<file path="src/rtl/dac_noise_pkg.sv">
// Package: shared types and constants for the noise adder.
// Assumes: 12-bit codes and a 4-bit amplitude field by default.
package dac_noise_pkg;

    // Wave mode encoding; only WAVE_NOISE adds LFSR bits.
    typedef enum logic [1:0] {
        WAVE_NONE  = 2'b00,
        WAVE_NOISE = 2'b01,
        WAVE_TRI   = 2'b10,
        WAVE_RSVD  = 2'b11
    } wave_mode_e;

    localparam int CODE_W      = 12;
    localparam int AMP_W       = 4;
    localparam int XFER_DELAY  = 3;
    localparam logic [CODE_W-1:0] LFSR_TAPS = 12'h829; // bits 11,5,3,0
    localparam logic [CODE_W-1:0] LFSR_SEED = 12'hACE;

endpackage

</file>
<file path="src/rtl/noise_lfsr.sv">
// Module: noise_lfsr
// Fibonacci LFSR that shifts left and feeds the XOR of the tap bits into
// bit 0. It steps only when step_i is high.
// Assumes: TAPS describe a maximal-length polynomial; SEED is nonzero.
module noise_lfsr #(
    parameter int              W    = 12,
    parameter logic [W-1:0]    TAPS = 12'h829,
    parameter logic [W-1:0]    SEED = 12'hACE
) (
    input  logic         clk,
    input  logic         rst_n,
    input  logic         step_i,
    output logic [W-1:0] state_o
);

    logic [W-1:0] state_q;
    logic         feedback;

    // Feedback bit: parity of the tapped positions.
    always_comb begin
        feedback = ^(state_q & TAPS);
    end

    // State register: load seed on reset, shift on each step.
    always_ff @(posedge clk) begin
        if (!rst_n) begin
            state_q <= SEED;
        end else if (step_i) begin
            state_q <= {state_q[W-2:0], feedback};
        end
    end

    assign state_o = state_q;

    // a maximal-length register never falls into the all-zero state.
    p_lfsr_nonzero_r4: assert property (@(posedge clk) disable iff (!rst_n)
        state_q != '0);

    // the register moves only when asked to.
    p_lfsr_idle_r9: assert property (@(posedge clk) disable iff (!rst_n)
        !step_i |=> $stable(state_q));

    // a step always changes the state (no fixed point besides zero).
    p_lfsr_moves_r4: assert property (@(posedge clk) disable iff (!rst_n)
        step_i |=> !$stable(state_q));

endmodule

</file>
<file path="src/rtl/noise_amp_mask.sv">
// Module: noise_amp_mask
// Turns the amplitude field into a contiguous low-order bit mask. Bit i is
// set when the field is at least i, so value n passes bits [n:0] and any
// value of W-1 or more passes every bit.
// Assumes: W <= 2**AW.
module noise_amp_mask #(
    parameter int W  = 12,
    parameter int AW = 4
) (
    input  logic [AW-1:0] amp_i,
    output logic [W-1:0]  mask_o
);

    // One comparator per mask bit.
    for (genvar i = 0; i < W; i++) begin : g_bit
        always_comb begin
            mask_o[i] = (int'(amp_i) >= i);
        end
    end

endmodule

</file>
<file path="src/rtl/noise_xfer_pipe.sv">
// Module: noise_xfer_pipe
// Fixed-latency delay line that carries a pending code and its valid flag
// from the trigger edge towards the output register.
// Assumes: DEPTH >= 1.
module noise_xfer_pipe #(
    parameter int W     = 12,
    parameter int DEPTH = 3
) (
    input  logic         clk,
    input  logic         rst_n,
    input  logic         valid_i,
    input  logic [W-1:0] data_i,
    output logic         valid_o,
    output logic [W-1:0] data_o
);

    logic [DEPTH-1:0] vld_q;
    logic [W-1:0]     dat_q [DEPTH];

    // Stage 0: capture the new request.
    always_ff @(posedge clk) begin
        if (!rst_n) begin
            vld_q[0] <= 1'b0;
            dat_q[0] <= '0;
        end else begin
            vld_q[0] <= valid_i;
            dat_q[0] <= data_i;
        end
    end

    // Later stages: shift the request along one stage per cycle.
    for (genvar s = 1; s < DEPTH; s++) begin : g_stage
        always_ff @(posedge clk) begin
            if (!rst_n) begin
                vld_q[s] <= 1'b0;
                dat_q[s] <= '0;
            end else begin
                vld_q[s] <= vld_q[s-1];
                dat_q[s] <= dat_q[s-1];
            end
        end

        // every request advances exactly one stage per cycle.
        p_stage_advance_r11: assert property (@(posedge clk) disable iff (!rst_n)
            vld_q[s-1] |=> (vld_q[s] && dat_q[s] == $past(dat_q[s-1])));
    end

    assign valid_o = vld_q[DEPTH-1];
    assign data_o  = dat_q[DEPTH-1];

endmodule

</file>
<file path="src/rtl/noise_channel.sv">
// Module: noise_channel
// One converter channel: it accepts triggers, forms hold plus masked LFSR
// (or the plain hold value outside noise mode), delays the result and
// holds it in the output code register.
// Assumes: trig_i is a one-cycle pulse per event; inputs are synchronous.
module noise_channel
    import dac_noise_pkg::*;
#(
    parameter int                W     = 12,
    parameter int                AW    = 4,
    parameter int                DELAY = 3,
    parameter logic [W-1:0]      TAPS  = 12'h829,
    parameter logic [W-1:0]      SEED  = 12'hACE
) (
    input  logic          clk,
    input  logic          rst_n,
    input  wave_mode_e    mode_i,
    input  logic          trig_en_i,
    input  logic          trig_i,
    input  logic [W-1:0]  hold_i,
    input  logic [AW-1:0] amp_i,
    output logic [W-1:0]  code_o
);

    logic         accept;
    logic         noise_step;
    logic [W-1:0] lfsr_val;
    logic [W-1:0] amp_mask;
    logic [W-1:0] noise_sum;
    logic [W-1:0] payload;
    logic         pipe_vld;
    logic [W-1:0] pipe_dat;
    logic [W-1:0] code_q;

    // Trigger acceptance and LFSR step decision.
    always_comb begin
        accept     = trig_i & trig_en_i;
        noise_step = accept & (mode_i == WAVE_NOISE);
    end

    noise_lfsr #(
        .W    (W),
        .TAPS (TAPS),
        .SEED (SEED)
    ) u_lfsr (
        .clk     (clk),
        .rst_n   (rst_n),
        .step_i  (noise_step),
        .state_o (lfsr_val)
    );

    noise_amp_mask #(
        .W  (W),
        .AW (AW)
    ) u_mask (
        .amp_i  (amp_i),
        .mask_o (amp_mask)
    );

    // Wrapped sum of hold and masked noise; carry out is discarded.
    always_comb begin
        noise_sum = hold_i + (lfsr_val & amp_mask);
        payload   = (mode_i == WAVE_NOISE) ? noise_sum : hold_i;
    end

    noise_xfer_pipe #(
        .W     (W),
        .DEPTH (DELAY)
    ) u_pipe (
        .clk     (clk),
        .rst_n   (rst_n),
        .valid_i (accept),
        .data_i  (payload),
        .valid_o (pipe_vld),
        .data_o  (pipe_dat)
    );

    // Output code register: loads only when a delayed request arrives.
    always_ff @(posedge clk) begin
        if (!rst_n) begin
            code_q <= '0;
        end else if (pipe_vld) begin
            code_q <= pipe_dat;
        end
    end

    assign code_o = code_q;

    // without an arriving request the output code holds.
    p_code_hold_r7: assert property (@(posedge clk) disable iff (!rst_n)
        !pipe_vld |=> $stable(code_q));

    // the amplitude mask is always a contiguous run of low ones.
    p_mask_shape_r5: assert property (@(posedge clk) disable iff (!rst_n)
        amp_mask[0] && (((amp_mask + 1'b1) & amp_mask) == '0));

    // outside noise mode an accepted trigger passes the hold value through.
    p_plain_copy_r8: assert property (@(posedge clk) disable iff (!rst_n)
        (accept && mode_i != WAVE_NOISE) |=> (u_pipe.dat_q[0] == $past(hold_i)));

endmodule

</file>
<file path="src/rtl/noise_dac_adder.sv">
// Module: noise_dac_adder (top)
// Array of NCH noise channels, each with its own LFSR and seed. One input
// can force every channel to use channel 0's amplitude field.
// Assumes: CODE width 12 and amplitude width 4 by default; seeds per
// channel are SEED + c and must be nonzero.
module noise_dac_adder
    import dac_noise_pkg::*;
#(
    parameter int                 NCH   = 2,
    parameter int                 W     = CODE_W,
    parameter int                 AW    = AMP_W,
    parameter int                 DELAY = XFER_DELAY,
    parameter logic [W-1:0]       TAPS  = LFSR_TAPS,
    parameter logic [W-1:0]       SEED  = LFSR_SEED
) (
    input  logic              clk,
    input  logic              rst_n,
    input  logic [2*NCH-1:0]  wave_mode_i,
    input  logic [NCH-1:0]    trig_en_i,
    input  logic [NCH-1:0]    trig_i,
    input  logic [W*NCH-1:0]  hold_i,
    input  logic [AW*NCH-1:0] amp_i,
    input  logic              amp_shared_i,
    output logic [W*NCH-1:0]  code_o
);

    for (genvar c = 0; c < NCH; c++) begin : g_ch
        localparam logic [W-1:0] CH_SEED = SEED + W'(c);

        logic [AW-1:0] amp_sel;
        wave_mode_e    mode;

        // Amplitude selection: shared field or the channel's own.
        always_comb begin
            amp_sel = amp_shared_i ? amp_i[AW-1:0] : amp_i[c*AW +: AW];
            mode    = wave_mode_e'(wave_mode_i[c*2 +: 2]);
        end

        noise_channel #(
            .W     (W),
            .AW    (AW),
            .DELAY (DELAY),
            .TAPS  (TAPS),
            .SEED  (CH_SEED)
        ) u_ch (
            .clk       (clk),
            .rst_n     (rst_n),
            .mode_i    (mode),
            .trig_en_i (trig_en_i[c]),
            .trig_i    (trig_i[c]),
            .hold_i    (hold_i[c*W +: W]),
            .amp_i     (amp_sel),
            .code_o    (code_o[c*W +: W])
        );

        // the output code is zero on the first cycle after reset.
        p_reset_zero_r1: assert property (@(posedge clk)
            !rst_n |=> (code_o[c*W +: W] == '0));

        // with sharing on, channel c sees channel 0's field.
        p_shared_amp_r10: assert property (@(posedge clk) disable iff (!rst_n)
            amp_shared_i |-> (amp_sel == amp_i[AW-1:0]));
    end

endmodule

</file>
<file path="config.mk">
export PLATFORM = sky130hd
export DESIGN_NAME = noise_dac_adder
export DESIGN_NICKNAME = d
export VERILOG_FILES = /design/src/rtl/dac_noise_pkg.sv /design/src/rtl/noise_lfsr.sv /design/src/rtl/noise_amp_mask.sv /design/src/rtl/noise_xfer_pipe.sv /design/src/rtl/noise_channel.sv /design/src/rtl/noise_dac_adder.sv
export SDC_FILE = /design/constraint.sdc
export NUM_CORES = 1
export LEC_CHECK = 0
export ABC_CLOCK_PERIOD_IN_PS = 8200
export CORE_ASPECT_RATIO = 1.75
export CORE_MARGIN = 8
export CORE_UTILIZATION = 40
export CTS_BUF_LIST = sky130_fd_sc_hd__clkbuf_4
export CTS_CLUSTER_SIZE = 14
export DETAILED_ROUTE_END_ITERATION = 8
export PLACE_DENSITY = 0.72
export SLEW_MARGIN = 40
export SYNTH_ARGS = -nofsm -noshare
export SYNTH_HDL_FRONTEND = slang
export SYNTH_SLANG_ARGS = --single-unit
export TNS_END_PERCENT = 10
</file>
<file path="constraint.sdc">
create_clock -name clk -period 8.2 [get_ports clk]
set_clock_uncertainty 0.2 [all_clocks]
set_input_delay 1.64 -clock clk [delete_from_list [all_inputs] [get_ports clk]]
set_output_delay 1.64 -clock clk [all_outputs]
set_load 0.1 [all_outputs]
</file>
==> parameters.txt <==
Parameter                              Value

Floorplan
  Standard-cell rows    56
  Area of the die    approximately 18000 µm²
  Die Height    170 µm
  Placeable core area    approximately 13000 µm²
  Initial Utilization    between 40 and 50%
  Width of the die    a little over 100 µm
  Number of I/O pins    67

Yosys
  Share of synthesized cell area in full adder, half adder and majority cells    5.83%
  Biggest area consumer among synthesized cells    dfxtp_1
  Synth Net Count    ~660
  Dominant combinational cell family by area after synthesis    simple AND/OR/NAND/NOR gates
  Post-synthesis share of cell area spent on and, or, nand and nor gates    24.4%
  Number of synthesized register bits    about 130
  Post-synthesis mux area share    about 5.6%
  Most instantiated cells after synthesis    126 x dfxtp_1, 75 x nand2_1, 63 x and2_1
  Top cells by area, synth    dfxtp_1 47%, and2_1 7.3%, nand2_1 5.2%
  EDFF count, synth    0
  Synth unique cells    51
  Cell count after synthesis    approximately 590
  Share of flip-flops with an asynchronous set or reset after synthesis    0%
  Number of synthesis warnings    0
  Dominant register cell in the synthesized netlist    dfxtp_1
  Cell area after technology mapping    5410 µm²
  Sequential-to-total area share from yosys stat    approximately 47%
  Synth Area in Compound Gates    12.6%
  XOR/XNOR Fraction of Synth Area    slightly below 2%
  Fraction of synthesized cell area taken by the top area cell type    46.6%
  Avg Inst Size Synth    between 9 and 10 µm²
  Dominant cell by count in the synthesized netlist    dfxtp_1

GRT
  All-layer global routing usage    about an eighth
  Largest net degree at the start of global routing    138
  Number of global-route vias before repair    between 4000 and 5000
  Global-route wire length before repair    roughly 19000 µm
  Initial antenna violation count    1
  Final global-route overflow total    0

Placement
  Worst slack at placement    around 3.2 ns
  DP Area    about 6100 µm²
  Number of buffers inserted by port buffering    66
  Detailed-placement wirelength estimate    between 8000 and 9000 µm
  Final GP Congestion    approximately 0.9
  Placed insts    approximately 800

Finish
  Count of filler cells inserted in the layout    between 1000 and 1500
  Final cell utilization of the core    47.6%
  Synthesis-to-finish area growth    17.0%
  Share of final-layout standard cells stronger than drive strength 1    a little under a tenth
  Post-layout instance count excluding filler cells    830
  Post-layout net count    710
  Fin area    about 6300 µm²

STA
  Total count of max-transition violations in the final report    0
  Setup slack of the critical path after layout    roughly 3.7 ns
  Worst slew margin relative to its limit    around half
  Ratio of final minimum period to clock period    between 50% and 60%
  Final Hold Fails    0
  Final worst hold slack    between 0.2 and 0.25 ns
  Fmax    between 200 and 250 MHz
  Worst Tran Pin Value    between 0.7 and 0.8 ns
  Number of setup violations in the final report    0
  Total Neg Setup Slack    0 ns
  Final min period    approximately 4.5 ns
  Setup repair after global routing missed its margin    false

Detailed routing
  Number of vias per cell    around 5.0
  Drt pass-1 iters    5
  DRC violation count after routing    0
  Iteration-0 DRC count of the detailed router    180
  Final routed wire length divided by cell count    approximately 14 µm
  Wire length after detailed routing    about 11000 µm
  Detail Route Antenna Nets    0
  Detailed-route via count    approximately 4100

Critical path
  Largest fanout of any net on the critical path    11
  Largest stage delay on the critical path    0.69 ns
  Class of the most critical setup path    input pin to register
  Slowest stage cell, crit path    clkdlybuf4s50_1
  CP Launch Type    input pin
  Cell chain of the critical path    clkdlybuf4s50_1 -> mux2_2 -> or2_1 -> and3_1 -> ha_1 -> a21oi_1 -> o21ai_1 -> a211oi_1 -> a21oi_1 -> mux2i_1 -> mux2i_1
  Signal arrival time at the worst endpoint    ~4.8 ns
  Type of destination of the critical path    register
  CP Data Required Time    8.44 ns

Clock network
  Number of buffers on the longest clock path    2
  Clock Sink Count    ~130
  Root buffer selected by CTS    clkbuf_4
  Post_cts resized    0
  CTS tree    yes
  Number of buffers added by the clock tree synthesis step    17
  Post-CTS setup repair buffer count    0
  Number of H-tree levels    4
  Latest clock arrival within the worst-skew pair    0.52 ns
  Number of buffers added to fix hold violations after cts    0
  Worst-path clk slew    between 0.1 and 0.15 ns

Run
  Max-Cap Viols    0

Power and ir drop
  Total power after layout    approximately 1.2 mW
  Pleak    2.60 nW
  Peak VDD IR    0.117 mV
  PD cells    approximately 190 nW/µm²

Hold path
  Min-delay worst type    register to register

Status
  Run status    finished clean
==> worst paths after layout <==
kind | from | slack (ns) | to | cells after the start
worst max register to register | g_ch[0].u_ch.u_lfsr.state_o[2]$_SDFFE_PN1P_ | 5.55 | g_ch[0].u_ch.u_pipe.dat_q[0][10]$_SDFF_PN0_ | 8
worst min register to register | g_ch[1].u_ch.u_pipe.dat_q[1][1]$_SDFF_PN0_ | 0.23 | g_ch[1].u_ch.u_pipe.dat_q[2][1]$_SDFF_PN0_ | 1
worst max-delay path | amp_shared_i | 3.68 | g_ch[1].u_ch.u_pipe.dat_q[0][11]$_SDFF_PN0_ | 11
worst min-delay path | g_ch[1].u_ch.u_pipe.dat_q[1][1]$_SDFF_PN0_ | 0.23 | g_ch[1].u_ch.u_pipe.dat_q[2][1]$_SDFF_PN0_ | 1
==> kinds of logic after synthesis <==
group,after synthesis
xor gates and xnor gates,12
AOI/OAI and AO/OA,102
muxes,30
DFF,126
adders and majority gates,24
and+or+nand+nor,251
buffers and inverters,43
==> worst max-delay path, delay by kind of cell <==
kind / cells / cell delay (ns)
buf+inv: 1 / 0.69
compound gates: 4 / 0.72
fa+ha+maj: 1 / 0.38
simple gates: 2 / 0.49
mux: 3 / 0.82
==> layout make-up <==
cell class                      instances  area, µm²  area share, %
Antenna cell                            1       2.50         0.0395
Multi-Input combinational cell        419       2730           43.1
Clock buffer                           17        128           2.02
Sequential cell                       126       2520           39.8
Clock inverter                         14        143           2.25
Inverter                               12       45.0          0.711
Timing Repair Buffer                   67        547           8.64
Tap cell                              174        218           3.44
==> cells in the final DEF, fill, tap and decap left out, types with 7 or more instances in the layout <==
cell type and count:
nand3_1 29, nand2_1 75, a21oi_1 19, o21ai_0 20, dfxtp_1 126, ha_1 22, clkdlybuf4s50_1 41, nor2_1 17
mux2i_1 28, buf_2 25, a21boi_0 11, clkbuf_4 17, and3_1 9, nor2b_1 34, inv_1 12, and2_1 63
o21ai_1 7
==> sequential cells by signal (all words and copies together), names as in the netlist <==
name	flops
g_ch.u_ch.u_lfsr.state_o	24
g_ch.u_ch.u_pipe.dat_q	72
g_ch.u_ch.u_pipe.valid_o	2
g_ch.u_ch.u_pipe.vld_q	4
g_ch.u_ch.code_o	24
==> where the power goes <==
part	leakage, nW	internal [mW]	switching (mW)
clock network	0.137	0.179	0.230
logic	1.44	0.0740	0.0841
registers	1.03	0.636	0.00804
total	2.60	0.889	0.322
==> routing by layer <==
layer  vias up  wire length [µm]  global-route usage (%)
li1       2108                 -                       -
met1      1866              4650                    13.3
met2       116              5880                    22.8
met3        23               518                    3.63
met4         0               347                    7.54
met5         -                 0                       0
Power figures use the tool's default switching activity.
